===== config.mk =====
export PLATFORM = sky130hd
export DESIGN_NAME = uart_rx_queue
export DESIGN_NICKNAME = d
export VERILOG_FILES = /design/src/rtl/rxq_pkg.sv /design/src/rtl/rxq_store.sv /design/src/rtl/rxq_ctrl.sv /design/src/rtl/rxq_irq.sv /design/src/rtl/uart_rx_queue.sv
export SDC_FILE = /design/constraint.sdc
export NUM_CORES = 1
export LEC_CHECK = 0
export CORE_MARGIN = 10
export CORE_UTILIZATION = 45
export DETAILED_ROUTE_END_ITERATION = 6
export PLACE_DENSITY_LB_ADDON = 0.08
export SYNTH_ARGS = -nofsm -noshare
export SYNTH_HDL_FRONTEND = slang
export SYNTH_SLANG_ARGS = --single-unit

===== constraint.sdc =====
create_clock -name clk -period 5.2 [get_ports clk]
set_input_delay 0.52 -clock clk [delete_from_list [all_inputs] [get_ports clk]]
set_output_delay 0.52 -clock clk [all_outputs]
set_load 0.05 [all_outputs]

===== src/rtl/rxq_pkg.sv =====
package rxq_pkg;
   // error bits carried above the data bits of each entry
   localparam int ERR_W = 4;
endpackage


===== src/rtl/rxq_store.sv =====
module rxq_store #(
   parameter int DEPTH = 16,
   parameter int W     = 12,
   localparam int PTR_W = $clog2(DEPTH)
)(
   input  logic             clk,
   input  logic             we_i,
   input  logic [PTR_W-1:0] waddr_i,
   input  logic [W-1:0]     wdata_i,
   input  logic [PTR_W-1:0] raddr_i,
   output logic [W-1:0]     rdata_o
);
   logic [DEPTH*W-1:0] flat;

   for (genvar i = 0; i < DEPTH; i++) begin : g_slot
      logic [W-1:0] q;
      always_ff @(posedge clk) begin
         if (we_i && (waddr_i == PTR_W'(i))) q <= wdata_i;
      end
      assign flat[i*W +: W] = q;
   end

   assign rdata_o = flat[raddr_i*W +: W];
endmodule


===== src/rtl/rxq_ctrl.sv =====
module rxq_ctrl #(
   parameter int DEPTH = 16,
   localparam int PTR_W = $clog2(DEPTH),
   localparam int CNT_W = PTR_W + 1
)(
   input  logic             clk,
   input  logic             rst_n,
   input  logic             flush_i,
   input  logic             fifo_mode_i,
   input  logic             push_req_i,
   input  logic             pop_req_i,
   output logic             push_ok_o,
   output logic             pop_ok_o,
   output logic [PTR_W-1:0] wr_slot_o,
   output logic [PTR_W-1:0] rd_slot_o,
   output logic [CNT_W-1:0] count_o,
   output logic             empty_o,
   output logic             full_o,
   output logic [CNT_W-1:0] space_o
);
   logic [CNT_W-1:0] depth_eff;
   logic [PTR_W-1:0] mask;
   logic [PTR_W-1:0] rd_ptr_q;
   logic [CNT_W-1:0] count_q, count_nxt;
   logic             empty_q, full_q;

   assign depth_eff = fifo_mode_i ? CNT_W'(DEPTH) : CNT_W'(1);
   assign mask      = PTR_W'(depth_eff - CNT_W'(1));

   assign pop_ok_o  = pop_req_i && (count_q != '0) && !flush_i;
   assign push_ok_o = push_req_i && !flush_i && ((count_q != depth_eff) || pop_ok_o);

   assign wr_slot_o = (rd_ptr_q + PTR_W'(count_q)) & mask;
   assign rd_slot_o = rd_ptr_q;

   always_comb begin
      count_nxt = count_q;
      case ({push_ok_o, pop_ok_o})
         2'b10:   count_nxt = count_q + CNT_W'(1);
         2'b01:   count_nxt = count_q - CNT_W'(1);
         default: count_nxt = count_q;
      endcase
   end

   always_ff @(posedge clk or negedge rst_n) begin
      if (!rst_n) begin
         rd_ptr_q <= '0;
         count_q  <= '0;
         empty_q  <= 1'b1;
         full_q   <= 1'b0;
      end else if (flush_i) begin
         rd_ptr_q <= '0;
         count_q  <= '0;
         empty_q  <= 1'b1;
         full_q   <= 1'b0;
      end else begin
         count_q <= count_nxt;
         if (pop_ok_o) rd_ptr_q <= (rd_ptr_q + PTR_W'(1)) & mask;
         if (push_ok_o) empty_q <= 1'b0;
         else if (pop_ok_o && count_nxt == '0) empty_q <= 1'b1;
         if (pop_req_i) full_q <= 1'b0;
         if (push_ok_o && count_nxt == depth_eff) full_q <= 1'b1;
      end
   end

   assign count_o = count_q;
   assign empty_o = empty_q;
   assign full_o  = full_q;
   assign space_o = depth_eff - count_q;


   no_overflow_chk: assert property (@(posedge clk) disable iff (!rst_n)
      count_q <= depth_eff);

   full_drop_chk: assert property (@(posedge clk) disable iff (!rst_n)
      (push_req_i && !pop_req_i && !flush_i && count_q == depth_eff) |=> $stable(count_q));

   empty_read_chk: assert property (@(posedge clk) disable iff (!rst_n)
      (pop_req_i && !push_req_i && !flush_i && count_q == '0) |=> (count_q == '0 && $stable(rd_ptr_q)));

   pushpop_level_chk: assert property (@(posedge clk) disable iff (!rst_n)
      (push_ok_o && pop_ok_o) |=> $stable(count_q));

   empty_flag_chk: assert property (@(posedge clk) disable iff (!rst_n)
      (pop_ok_o && !push_ok_o && count_q == CNT_W'(1)) |=> empty_q);
endmodule


===== src/rtl/rxq_irq.sv =====
module rxq_irq #(
   parameter int CNT_W = 5
)(
   input  logic             clk,
   input  logic             rst_n,
   input  logic             push_ok_i,
   input  logic             pop_ok_i,
   input  logic [CNT_W-1:0] count_i,
   input  logic [CNT_W-1:0] trig_i,
   output logic             irq_o
);
   logic irq_q;

   always_ff @(posedge clk or negedge rst_n) begin
      if (!rst_n) irq_q <= 1'b0;
      else if (push_ok_i && !pop_ok_i && (count_i + CNT_W'(1)) == trig_i) irq_q <= 1'b1;
      else if (pop_ok_i && !push_ok_i && count_i == trig_i) irq_q <= 1'b0;
   end

   assign irq_o = irq_q;


   irq_set_chk: assert property (@(posedge clk) disable iff (!rst_n)
      $rose(irq_q) |-> (count_i == $past(trig_i)));

   irq_clr_chk: assert property (@(posedge clk) disable iff (!rst_n)
      $fell(irq_q) |-> (CNT_W'(count_i + CNT_W'(1)) == $past(trig_i)));
endmodule


===== src/rtl/uart_rx_queue.sv =====
module uart_rx_queue #(
   parameter int DEPTH        = 16,
   parameter int DATA_W       = 8,
   parameter bit HAS_LOOPBACK = 1'b1,
   localparam int W     = DATA_W + rxq_pkg::ERR_W,
   localparam int PTR_W = $clog2(DEPTH),
   localparam int CNT_W = PTR_W + 1
)(
   input  logic                      clk,
   input  logic                      rst_n,
   input  logic                      cfg_wr_i,
   input  logic                      cfg_fifo_en_i,
   input  logic [CNT_W-1:0]          cfg_trig_i,
   input  logic                      rx_push_i,
   input  logic [W-1:0]              rx_word_i,
   input  logic                      lb_sel_i,
   input  logic                      lb_push_i,
   input  logic [W-1:0]              lb_word_i,
   input  logic                      pop_i,
   output logic [W-1:0]              rd_word_o,
   input  logic                      stat_clr_i,
   output logic [rxq_pkg::ERR_W-1:0] stat_err_o,
   output logic                      empty_o,
   output logic                      full_o,
   output logic [CNT_W-1:0]          level_o,
   output logic [CNT_W-1:0]          space_o,
   output logic                      irq_o
);
   initial begin
      param_chk: assert (DEPTH >= 2 && (DEPTH & (DEPTH - 1)) == 0 && DATA_W >= 1)
         else $error("uart_rx_queue: DEPTH must be a power of two >= 2");
   end

   logic             fifo_en_q;
   logic [CNT_W-1:0] trig_q;
   logic             flush;
   logic             src_push;
   logic [W-1:0]     src_word;
   logic             push_ok, pop_ok;
   logic [PTR_W-1:0] wr_slot, rd_slot;
   logic [CNT_W-1:0] count;
   logic [rxq_pkg::ERR_W-1:0] stat_q;

   assign flush = cfg_wr_i && (cfg_fifo_en_i != fifo_en_q);

   always_ff @(posedge clk or negedge rst_n) begin
      if (!rst_n) begin
         fifo_en_q <= 1'b0;
         trig_q    <= CNT_W'(1);
      end else if (cfg_wr_i) begin
         fifo_en_q <= cfg_fifo_en_i;
         trig_q    <= cfg_trig_i;
      end
   end

   if (HAS_LOOPBACK) begin : g_lb
      assign src_push = lb_sel_i ? lb_push_i : rx_push_i;
      assign src_word = lb_sel_i ? lb_word_i : rx_word_i;
   end else begin : g_nolb
      assign src_push = rx_push_i;
      assign src_word = rx_word_i;
   end

   rxq_ctrl #(.DEPTH(DEPTH)) u_ctrl (
      .clk(clk), .rst_n(rst_n), .flush_i(flush), .fifo_mode_i(fifo_en_q),
      .push_req_i(src_push), .pop_req_i(pop_i),
      .push_ok_o(push_ok), .pop_ok_o(pop_ok),
      .wr_slot_o(wr_slot), .rd_slot_o(rd_slot), .count_o(count),
      .empty_o(empty_o), .full_o(full_o), .space_o(space_o)
   );

   rxq_store #(.DEPTH(DEPTH), .W(W)) u_store (
      .clk(clk), .we_i(push_ok), .waddr_i(wr_slot), .wdata_i(src_word),
      .raddr_i(rd_slot), .rdata_o(rd_word_o)
   );

   rxq_irq #(.CNT_W(CNT_W)) u_irq (
      .clk(clk), .rst_n(rst_n), .push_ok_i(push_ok), .pop_ok_i(pop_ok),
      .count_i(count), .trig_i(trig_q), .irq_o(irq_o)
   );

   always_ff @(posedge clk or negedge rst_n) begin
      if (!rst_n) stat_q <= '0;
      else if (pop_i) stat_q <= rd_word_o[W-1 -: rxq_pkg::ERR_W];
      else if (stat_clr_i) stat_q <= '0;
   end

   assign stat_err_o = stat_q;
   assign level_o    = count;


   stat_copy_chk: assert property (@(posedge clk) disable iff (!rst_n)
      pop_i |=> (stat_err_o == $past(rd_word_o[W-1 -: rxq_pkg::ERR_W])));

   flush_empty_chk: assert property (@(posedge clk) disable iff (!rst_n)
      flush |=> (level_o == '0 && empty_o && !full_o));
endmodule


==> results of run 1 <==
## layer usage
| layer | up-vias | track usage | share of wire |
|---|---|---|---|
| met5 | - | 0 | 0 |
| met2 | 130 | 0.283 | 0.50 |
| met3 | 25 | 0.0282 | 0.046 |
| met1 | 2727 | 0.216 | 0.44 |
| met4 | 0 | 0.0348 | 0.013 |
| li1 | 2444 | - | - |
## sequential cells by signal, summed over array words and instances, names as in the netlist
signal / count
u_store.g_slot.q: 192
trig_q: 5
u_ctrl.count_o: 5
stat_err_o: 4
u_ctrl.rd_slot_o: 4
fifo_en_q: 1
u_ctrl.empty_o: 1
u_ctrl.full_o: 1
u_irq.irq_o: 1
## cell usage after synthesis, types with 3 or more instances
library cell  count
nor3_1            6
a21oi_1          18
a22oi_1          13
xnor2_1          10
buf_1             3
nor2_1           32
nand4_1           5
a221oi_1         12
nand3_1           9
nor2b_1           3
mux2_2           27
mux4_2           24
dfrtp_1          20
a22o_1            6
nand2_1          35
clkbuf_1         17
nor4_1            5
o211ai_1          3
mux2i_1          41
o21ai_0          24
buf_2            11
ha_1              9
edfxtp_1        192
inv_1            10
xor2_1            8
## layout make-up
class,count,area (sq um)
multi-input combinational,323,2750
fill,1629,9220
tap,270,338
timing repair buffer,90,841
clock buffer,26,587
sequential,214,6320
clock inverter,13,146
inverter,10,37.5
## worst paths after layout
check                                         start                        to  cells after the start
worst max register to register    u_ctrl.count_o[0]  u_store.g_slot[13].q[11]                      7
worst min-delay path                  stat_err_o[3]             stat_err_o[3]                      1
min in group asynchronous                     rst_n               u_irq.irq_o                      1
worst max-delay path            u_ctrl.rd_slot_o[0]              rd_word_o[9]                      7
max in group asynchronous                     rst_n       u_ctrl.rd_slot_o[0]                      1
worst min register to register        stat_err_o[3]             stat_err_o[3]                      1
## power by group
group	internal (mW)	switching [mW]
Sequential	2.03	0.182
Clock	0.957	0.630
Combinational	0.737	1.13
## kinds of logic after synthesis
| kind of cell | count (synthesis) | share of synthesized area |
|---|---|---|
| AOI/OAI and AO/OA | 93 | 0.0691 |
| xor gates and xnor gates | 19 | 0.0188 |
| adders and majority gates | 10 | 0.0143 |
| buffers and inverters | 43 | 0.0199 |
| DFF | 214 | 0.683 |
| muxes | 93 | 0.137 |
| and+or+nand+nor | 108 | 0.0575 |
## through the flow
| stage | instance area (sq um) | hold slack [ns] |
|---|---|---|
| after detailed placement | 10300 | 0.490 |
| final | 11000 | 0.506 |
| after floorplan | 9250 | 0.224 |
| after global placement | 10300 | 0.485 |
| after global routing | 11000 | 0.531 |
| after CTS | 11000 | 0.505 |
==> flow_summary.json, run 1 <==
{
  "final_common_cell": "edfxtp_1",
  "setup_viol": 0,
  "drive_gt1_frac": 0.175,
  "finalHoldViolCount": 0,
  "synth_top_area_frac": 0.623,
  "post-route-period-util": 0.780,
  "synth_flop_cell": "edfxtp_1",
  "finalNetCount": 710,
  "syn_area_per_cell_sq_um": 15.9,
  "final_cell_mix": "edfxtp_1, clkdlybuf4s50_1, mux2i_1",
  "ff2ff_setup_slack_ns": 1.44,
  "fin_crit_ns": 4.06,
  "required_ns": 4.68,
  "clock-sinks": 214,
  "grt_start_max_net_pins": 38,
  "power_density_mw_per_mm2": 514,
  "synthesis.nets": 628,
  "vias": 5326,
  "initial_core_util": 0.457,
  "worstMarginPinSlew_ns": 1.16,
  "core_region_area_sq_mm": 0.0202,
  "place_worst_setup_slack_ns": 1.27,
  "syn_area_sq_mm": 0.00925,
  "cpPeakStageDelay_ns": 0.84,
  "crit_type": "reg -> out",
  "placementRows": 52,
  "path_max_fanout": 37,
  "syn_inst": 580,
  "final_cells": 946,
  "max_slew_margin": 0.225,
  "grt_pass1_wl_microns": 33900,
  "irDropWorstVdd_mv": 0.248,
  "area_delta_synth_final_pct": 19.1,
  "cts_tree": "done",
  "hp-class": "reg -> reg",
  "postCtsSetupBuffers": 0,
  "grt_pass1_vias": 5652,
  "ys_seq_area_frac": 0.683,
  "portBuffers": 66,
  "cp-start-kind": "register",
  "status": "finished, final reports clean",
  "critPathSlowestCell": "dfrtp_4",
  "p_leak_nw": 3.69,
  "synth_edf_count": 192,
  "antenna_found_initial": 0,
  "avgViaCountPerCell": 5.63,
  "grt_use_total": 0.165,
  "synth-async-reset-ratio": 0.103,
  "die_width_microns": 163,
  "skew_ns": 0.0160,
  "hpwlAfterDp_microns": 14300,
  "drt-total-wl_microns": 22100,
  "dieArea_sq_mm": 0.0267,
  "max_cap_viol_count": 0,
  "synth_cell_types": 55,
  "max_freq_ghz": 0.247,
  "crit_buf_inv": 2,
  "yosysTopAreaCell": "edfxtp_1",
  "arrival_ns": 3.54,
  "cp-end-kind": "primary output",
  "drt-pass1-iter-count": 5,
  "cp_top_family": "buffers and inverters",
  "drc": 0,
  "ys_warn_count": 0,
  "synth-seq-cells": 214,
  "clock_latency_ns": 0.51,
  "cts_root_buf": "clkbuf_16",
  "cts-buffers-inserted": 23,
  "numPlacedInstances": 907,
  "ioPinCount": 67,
  "drv_slew": 0,
  "wl_per_cell_microns": 23.3,
  "path_clk_slew_ns": 0.06,
  "antenna_cells": 0,
  "die_h_microns": 163,
  "post_cts_resized": 0,
  "cts.htree.levels": 1,
  "crit_chain": "buf_4, mux2_2, o21ai_0, a21oi_1, a22oi_1, nand2_1, clkdlybuf4s50_1",
  "rsz0062_at_grt": "no",
  "postLayoutCoreUtil": 0.545,
  "layout_setup_ws_ns": 1.14,
  "routabilityCongestion": 0.821,
  "yosys-top-cells-area": "edfxtp_1, mux4_2, dfrtp_1",
  "overflow": 0,
  "postCtsHoldBufs": 0,
  "power.total_mw": 5.66,
  "tns_ns": 0,
  "clockBufferDepth": 3,
  "drt_iter0_drc": 350,
  "ant_nets": 0
}
Power figures use the tool's default switching activity.
==> run 2, diff against run 1 <==
==> constraint.sdc (replaced) <==
create_clock -name clk -period 3.9 [get_ports clk]
set_input_delay 0.39 -clock clk [delete_from_list [all_inputs] [get_ports clk]]
set_output_delay 0.39 -clock clk [all_outputs]
set_load 0.05 [all_outputs]
==> run 2 against run 1 <==
Net effect: clock power increased by 38%; final area grew 0.18%; total power grew 35%; clock skew shrank 0.0066 ns; setup slack got worse by 0.76 ns; die area unchanged; combinational power rose by 39%; sequential share of layout area decreased by 0.10 points; largest cell class unchanged.
==> flow_summary.json, run 2 (synthesized netlist as in run 1, its figures left out) <==
{
  "drive_gt1_frac": 0.194,
  "clock_latency_ns": 0.51,
  "post-route-period-util": 0.903,
  "hp-class": "in -> async",
  "core_region_area_sq_mm": 0.0202,
  "grt_pass1_vias": 5549,
  "arrival_ns": 3.13,
  "fin_crit_ns": 3.52,
  "cp-startpoint": "u_ctrl.rd_slot_o[2]",
  "wl_per_cell_microns": 22.6,
  "final_cell_mix": "edfxtp_1, clkdlybuf4s50_1, mux2i_1",
  "cts_tree": "done",
  "p_leak_nw": 3.73,
  "placementRows": 52,
  "initial_core_util": 0.457,
  "antenna_found_initial": 0,
  "worstMarginPinSlew_ns": 1.04,
  "overflow": 0,
  "critPathSlowestCell": "nor2b_1",
  "drt-total-wl_microns": 21500,
  "cp-end-kind": "primary output",
  "cts.htree.levels": 1,
  "power_density_mw_per_mm2": 690,
  "irDropWorstVdd_mv": 0.401,
  "r2r_cells": 8,
  "cts_root_buf": "clkbuf_16",
  "p_switching_mw": 2.60,
  "path_clk_slew_ns": 0.06,
  "clock-sinks": 214,
  "design_area_sq_mm": 0.0110,
  "ff2ff_setup_slack_ns": 0.48,
  "drt-pass1-iter-count": 4,
  "antenna_cells": 0,
  "max_slew_margin": 0.302,
  "p_seq_frac": 0.374,
  "tns_ns": 0,
  "setup_viol": 0,
  "postCtsSetupBuffers": 0,
  "fillCellCount": 1617,
  "clockBufferDepth": 3,
  "path_max_fanout": 18,
  "rsz0062_at_grt": "no",
  "cp_num_cells": 8,
  "regMostFlops": "u_store.g_slot.q",
  "crit_path_end": "rd_word_o[0]",
  "dieArea_sq_mm": 0.0267,
  "postCtsHoldBufs": 0,
  "drc": 0,
  "crit_top_cell": "nand2_1",
  "ant_nets": 0,
  "cpPeakStageDelay_ns": 0.77,
  "portBuffers": 66,
  "sw_frac_of_total": 0.341,
  "grt_start_max_net_pins": 77,
  "skew_ns": 0.00940,
  "rr_endpoint": "u_store.g_slot[14].q[7]",
  "drv_slew": 0,
  "vias": 5301,
  "status": "finished, final reports clean",
  "crit_buf_inv": 2,
  "finalNetCount": 711,
  "cp_top_family": "simple AND/OR/NAND/NOR gates",
  "grt_use_total": 0.160,
  "cts-buffers-inserted": 23,
  "power.share.clock": 0.288,
  "max_freq_ghz": 0.284,
  "die_h_microns": 163,
  "final_common_cell": "edfxtp_1",
  "multi_input_area_sq_mm": 0.00275,
  "largest_reg_flops": 192,
  "placed_area_sq_mm": 0.0103,
  "finalHoldViolCount": 0,
  "area_delta_synth_final_pct": 19.3,
  "power_frac_comb": 0.338,
  "worstReg2RegStart": "u_ctrl.count_o[1]",
  "required_ns": 3.51,
  "grt_pass1_wl_microns": 32800,
  "hpwlAfterDp_microns": 14400,
  "regArea_sq_mm": 0.00632,
  "ioPinCount": 67,
  "internal-power_mw": 5.02,
  "crit_chain": "nor2b_1, buf_4, nand2_1, nand2_1, a21oi_1, a22oi_1, nand2_1, buf_4",
  "avgViaCountPerCell": 5.59,
  "cp-start-kind": "register",
  "routabilityCongestion": 0.870,
  "crit_type": "reg -> out",
  "max_cap_viol_count": 0,
  "post_cts_resized": 0,
  "die_width_microns": 163,
  "drt_iter0_drc": 355
}
## run 2: final cells by class
class,instances,share of cell area
multi-input combinational,323,0.249
inverter,10,0.00340
timing repair buffer,91,0.0753
clock inverter,14,0.0156
sequential,214,0.573
clock buffer,27,0.0535
tap,270,0.0306
## run 2: metal layers
layer / global-route usage / vias to the layer above / wire length (microns)
met4: 0.0402 / 0 / 365
met2: 0.259 / 170 / 10100
met5: 0 / - / 0
li1: - / 2451 / -
met1: 0.216 / 2658 / 9650
met3: 0.0312 / 22 / 1310
## run 2: worst min-delay path by stage
| stage | depth (start not counted) | slack [ns] | endpoint |
|---|---|---|---|
| final | 1 | 0.45 | u_irq.irq_o |
| after global routing | 2 | 0.49 | trig_q[1] |
| after CTS | 2 | 0.47 | trig_q[4] |
| after detailed placement | 1 | 0.49 | stat_err_o[1] |
| after global placement | 1 | 0.49 | stat_err_o[3] |
| after floorplan | 0 | 0.09 | fifo_en_q |
## run 2: power groups by stage
stage	sequential (mW)	combinational, mW	clock (mW)
finish	2.85	2.58	2.20
CTS	2.85	2.61	2.24
global route	2.87	2.75	2.34
global placement	2.89	2.58	0
detailed placement	2.89	2.60	0
floorplan	3.00	1.69	0
## run 2: through the flow
step | cells | total power [mW] | hold WS [ns] | setup slack [ns] | util
finish | 949 | 7.62 | 0.448 | 0.380 | 0.546
global route | 949 | 7.96 | 0.489 | 0.166 | 0.546
CTS | 949 | 7.70 | 0.474 | 0.341 | 0.546
detailed placement | 908 | 5.49 | 0.491 | 0.566 | 0.508
global placement | 908 | 5.47 | 0.487 | 0.758 | 0.508
floorplan | 580 | 4.69 | 0.0944 | 0.566 | -
==> run 3, diff against run 2 <==
--- a/config.mk
+++ b/config.mk
@@ -5,6 +5,7 @@
 export SDC_FILE = /design/constraint.sdc
 export NUM_CORES = 1
 export LEC_CHECK = 0
+export ABC_AREA = 1
 export CORE_MARGIN = 10
 export CORE_UTILIZATION = 45
 export DETAILED_ROUTE_END_ITERATION = 6
==> run 3 against run 2 <==
Net effect: core utilization fell by 0.34 points; register-to-register slack improved by 0.40 ns; hold slack got worse by 0.018 ns; largest cell class unchanged; largest power group unchanged; highest routed layer unchanged.
==> flow_summary.json, run 3 <==
{
  "hpwlAfterDp_microns": 17300,
  "drt_iter0_drc": 739,
  "ys_warn_count": 0,
  "finalNetCount": 932,
  "routabilityCongestion": 0.881,
  "ioPinCount": 67,
  "crit_top_cell": "buf_4",
  "fin_crit_ns": 3.53,
  "power_density_mw_per_mm2": 681,
  "final_cell_mix": "edfxtp_1, nand2_1, nor2_1",
  "avgViaCountPerCell": 5.64,
  "overflow": 0,
  "grt_use_total": 0.189,
  "grt_start_max_net_pins": 58,
  "regMostFlops": "u_store.g_slot.q",
  "drive_gt1_frac": 0.116,
  "path_clk_slew_ns": 0.06,
  "cp_top_family": "buffers and inverters",
  "cpPeakStageDelay_ns": 0.58,
  "layout_setup_ws_ns": 0.365,
  "clockBufferDepth": 3,
  "grt_pass1_wl_microns": 39000,
  "final_common_cell": "edfxtp_1",
  "cp-start-kind": "register",
  "hp-class": "in -> async",
  "antenna_found_initial": 0,
  "post-route-period-util": 0.906,
  "setup_viol": 0,
  "cts_root_buf": "clkbuf_16",
  "synthesis.nets": 852,
  "rr_endpoint": "u_store.g_slot[10].q[8]",
  "initial_core_util": 0.458,
  "postCtsHoldBufs": 0,
  "crit_buf_inv": 3,
  "dieArea_sq_mm": 0.0268,
  "p_leak_nw": 4.07,
  "yosys-top-cells-area": "edfxtp_1, nand2_1, dfrtp_1",
  "place_worst_setup_slack_ns": 0.778,
  "synth_cell_types": 41,
  "yosysMostFrequentCell": "edfxtp_1",
  "cp-end-kind": "primary output",
  "finalHoldViolCount": 0,
  "portBuffers": 66,
  "ys_seq_area_frac": 0.680,
  "die_h_microns": 164,
  "syn_area_sq_mm": 0.00929,
  "irDropWorstVdd_mv": 0.365,
  "core_region_area_sq_mm": 0.0203,
  "crit_type": "reg -> out",
  "yosysTopAreaCell": "edfxtp_1",
  "synth-seq-cells": 214,
  "syn_area_per_cell_sq_um": 11.6,
  "cts_tree": "done",
  "cts.htree.levels": 1,
  "clock_latency_ns": 0.53,
  "post_cts_resized": 0,
  "drt-total-wl_microns": 25500,
  "path_max_fanout": 39,
  "ant_nets": 0,
  "postCtsSetupBuffers": 0,
  "skew_ns": 0.0153,
  "tns_ns": 0,
  "drv_slew": 0,
  "max_slew_margin": 0.309,
  "clock-sinks": 214,
  "r2r_cells": 12,
  "drc": 0,
  "required_ns": 3.51,
  "largest_reg_flops": 192,
  "antenna_cells": 0,
  "synth_flop_cell": "edfxtp_1",
  "design_area_sq_mm": 0.0110,
  "max_cap_viol_count": 0,
  "vias": 6593,
  "crit_chain": "inv_2, buf_4, o21ai_0, o221ai_1, nand4_1, nand2_1, buf_4",
  "area_delta_synth_final_pct": 18.5,
  "synth_edf_count": 192,
  "arrival_ns": 3.14,
  "die_width_microns": 164,
  "ff2ff_setup_slack_ns": 0.88,
  "rsz0062_at_grt": "no",
  "grt_pass1_vias": 6487,
  "placed_area_sq_mm": 0.0103,
  "synth_top_cells_by_count": "edfxtp_1, nand2_1, nor2_1",
  "wl_per_cell_microns": 21.8,
  "worstReg2RegStart": "u_ctrl.count_o[1]",
  "drt-pass1-iter-count": 5,
  "worstMarginPinSlew_ns": 1.03,
  "max_freq_ghz": 0.283,
  "placementRows": 52,
  "syn_inst": 804,
  "synth_top_area_frac": 0.621,
  "cts-buffers-inserted": 25,
  "critPathSlowestCell": "inv_2",
  "fillCellCount": 1769,
  "synth-async-reset-ratio": 0.103,
  "status": "finished, final reports clean"
}
-- run 3: cell count changes after synthesis, moves of 14 or more --
cell / delta
o21ai_0: +48
mux2_2: -25
o22ai_1: +16
mux2i_1: -41
nand2_1: +140
nor2_1: +46
a21oi_1: +14
nand3_1: +25
mux4_2: -24
inv_1: +23
-- run 3: metrics by stage --
| stage | hold WS (ns) | util | std cells | power (mW) |
|---|---|---|---|---|
| final | 0.430 | 0.542 | 1169 | 7.49 |
| after CTS | 0.420 | 0.542 | 1169 | 7.54 |
| after detailed placement | 0.521 | 0.507 | 1127 | 5.47 |
| after global routing | 0.449 | 0.542 | 1169 | 7.84 |
| after global placement | 0.494 | 0.507 | 1127 | 5.46 |
| after floorplan | 0.0944 | - | 804 | 4.60 |
-- run 3: cells by family (layout without fill, tap and decap cells) --
group | after synthesis | count (layout) | share of synthesized area
XOR/XNOR | 14 | 14 | 0.0132
adder cells (fa/ha/maj) | 10 | 10 | 0.0143
multiplexers | 2 | 2 | 0.00242
AND/OR/NAND/NOR | 328 | 328 | 0.156
buffers and inverters | 79 | 174 | 0.0360
AO/OA/AOI/OAI | 157 | 157 | 0.0983
flip-flops | 214 | 214 | 0.680
-- run 3: worst register-to-register path, stage by stage (launching register included) --
cell	delay [ns]
dfrtp_1	0.49
inv_1	0.22
ha_1	0.24
inv_1	0.05
nor2_1	0.04
nand2_2	0.11
nand2_2	0.13
nor2_4	0.17
o21ai_1	0.07
inv_1	0.18
nand4_1	0.22
nor2_1	0.54
buf_4	0.27
-- run 3: routing by layer --
layer  track usage  wire (microns)  share of wire
met1         0.267           11300           0.44
met2         0.297           11700           0.46
met4        0.0475             507          0.020
met3        0.0315            1900          0.074
met5             0               0              0
-- run 3: worst max path at each step --
stage	cells past startpoint	endpoint	from	slack, ns
2_1_floorplan	11	u_store.g_slot[10].q[0]	u_ctrl.count_o[1]	0.98
3_3_place_gp	6	rd_word_o[11]	u_ctrl.rd_slot_o[0]	0.93
3_5_place_dp	10	u_store.g_slot[10].q[1]	lb_sel_i	0.78
4_1_cts	6	rd_word_o[11]	u_ctrl.rd_slot_o[0]	0.37
5_1_grt	7	rd_word_o[8]	u_ctrl.rd_slot_o[0]	0.16
6_report	7	rd_word_o[7]	u_ctrl.rd_slot_o[0]	0.37
-- run 3: power breakdown --
| group | total [mW] | leakage [nW] | internal (mW) | switching [mW] |
|---|---|---|---|---|
| clock network | 2.07 | 0.353 | 1.18 | 0.890 |
| registers | 2.85 | 2.02 | 2.70 | 0.159 |
| logic | 2.57 | 1.70 | 0.747 | 1.82 |
-- run 3: layout make-up --
class,count,area [sq um],share of cell area
repair buffers,96,856,0.0778
well taps,270,338,0.0307
flip-flops and latches,214,6320,0.574
inverters,36,135,0.0123
multi-input cells,511,2640,0.240
clock buffers,32,652,0.0592
clock inverters,10,67.6,0.00614
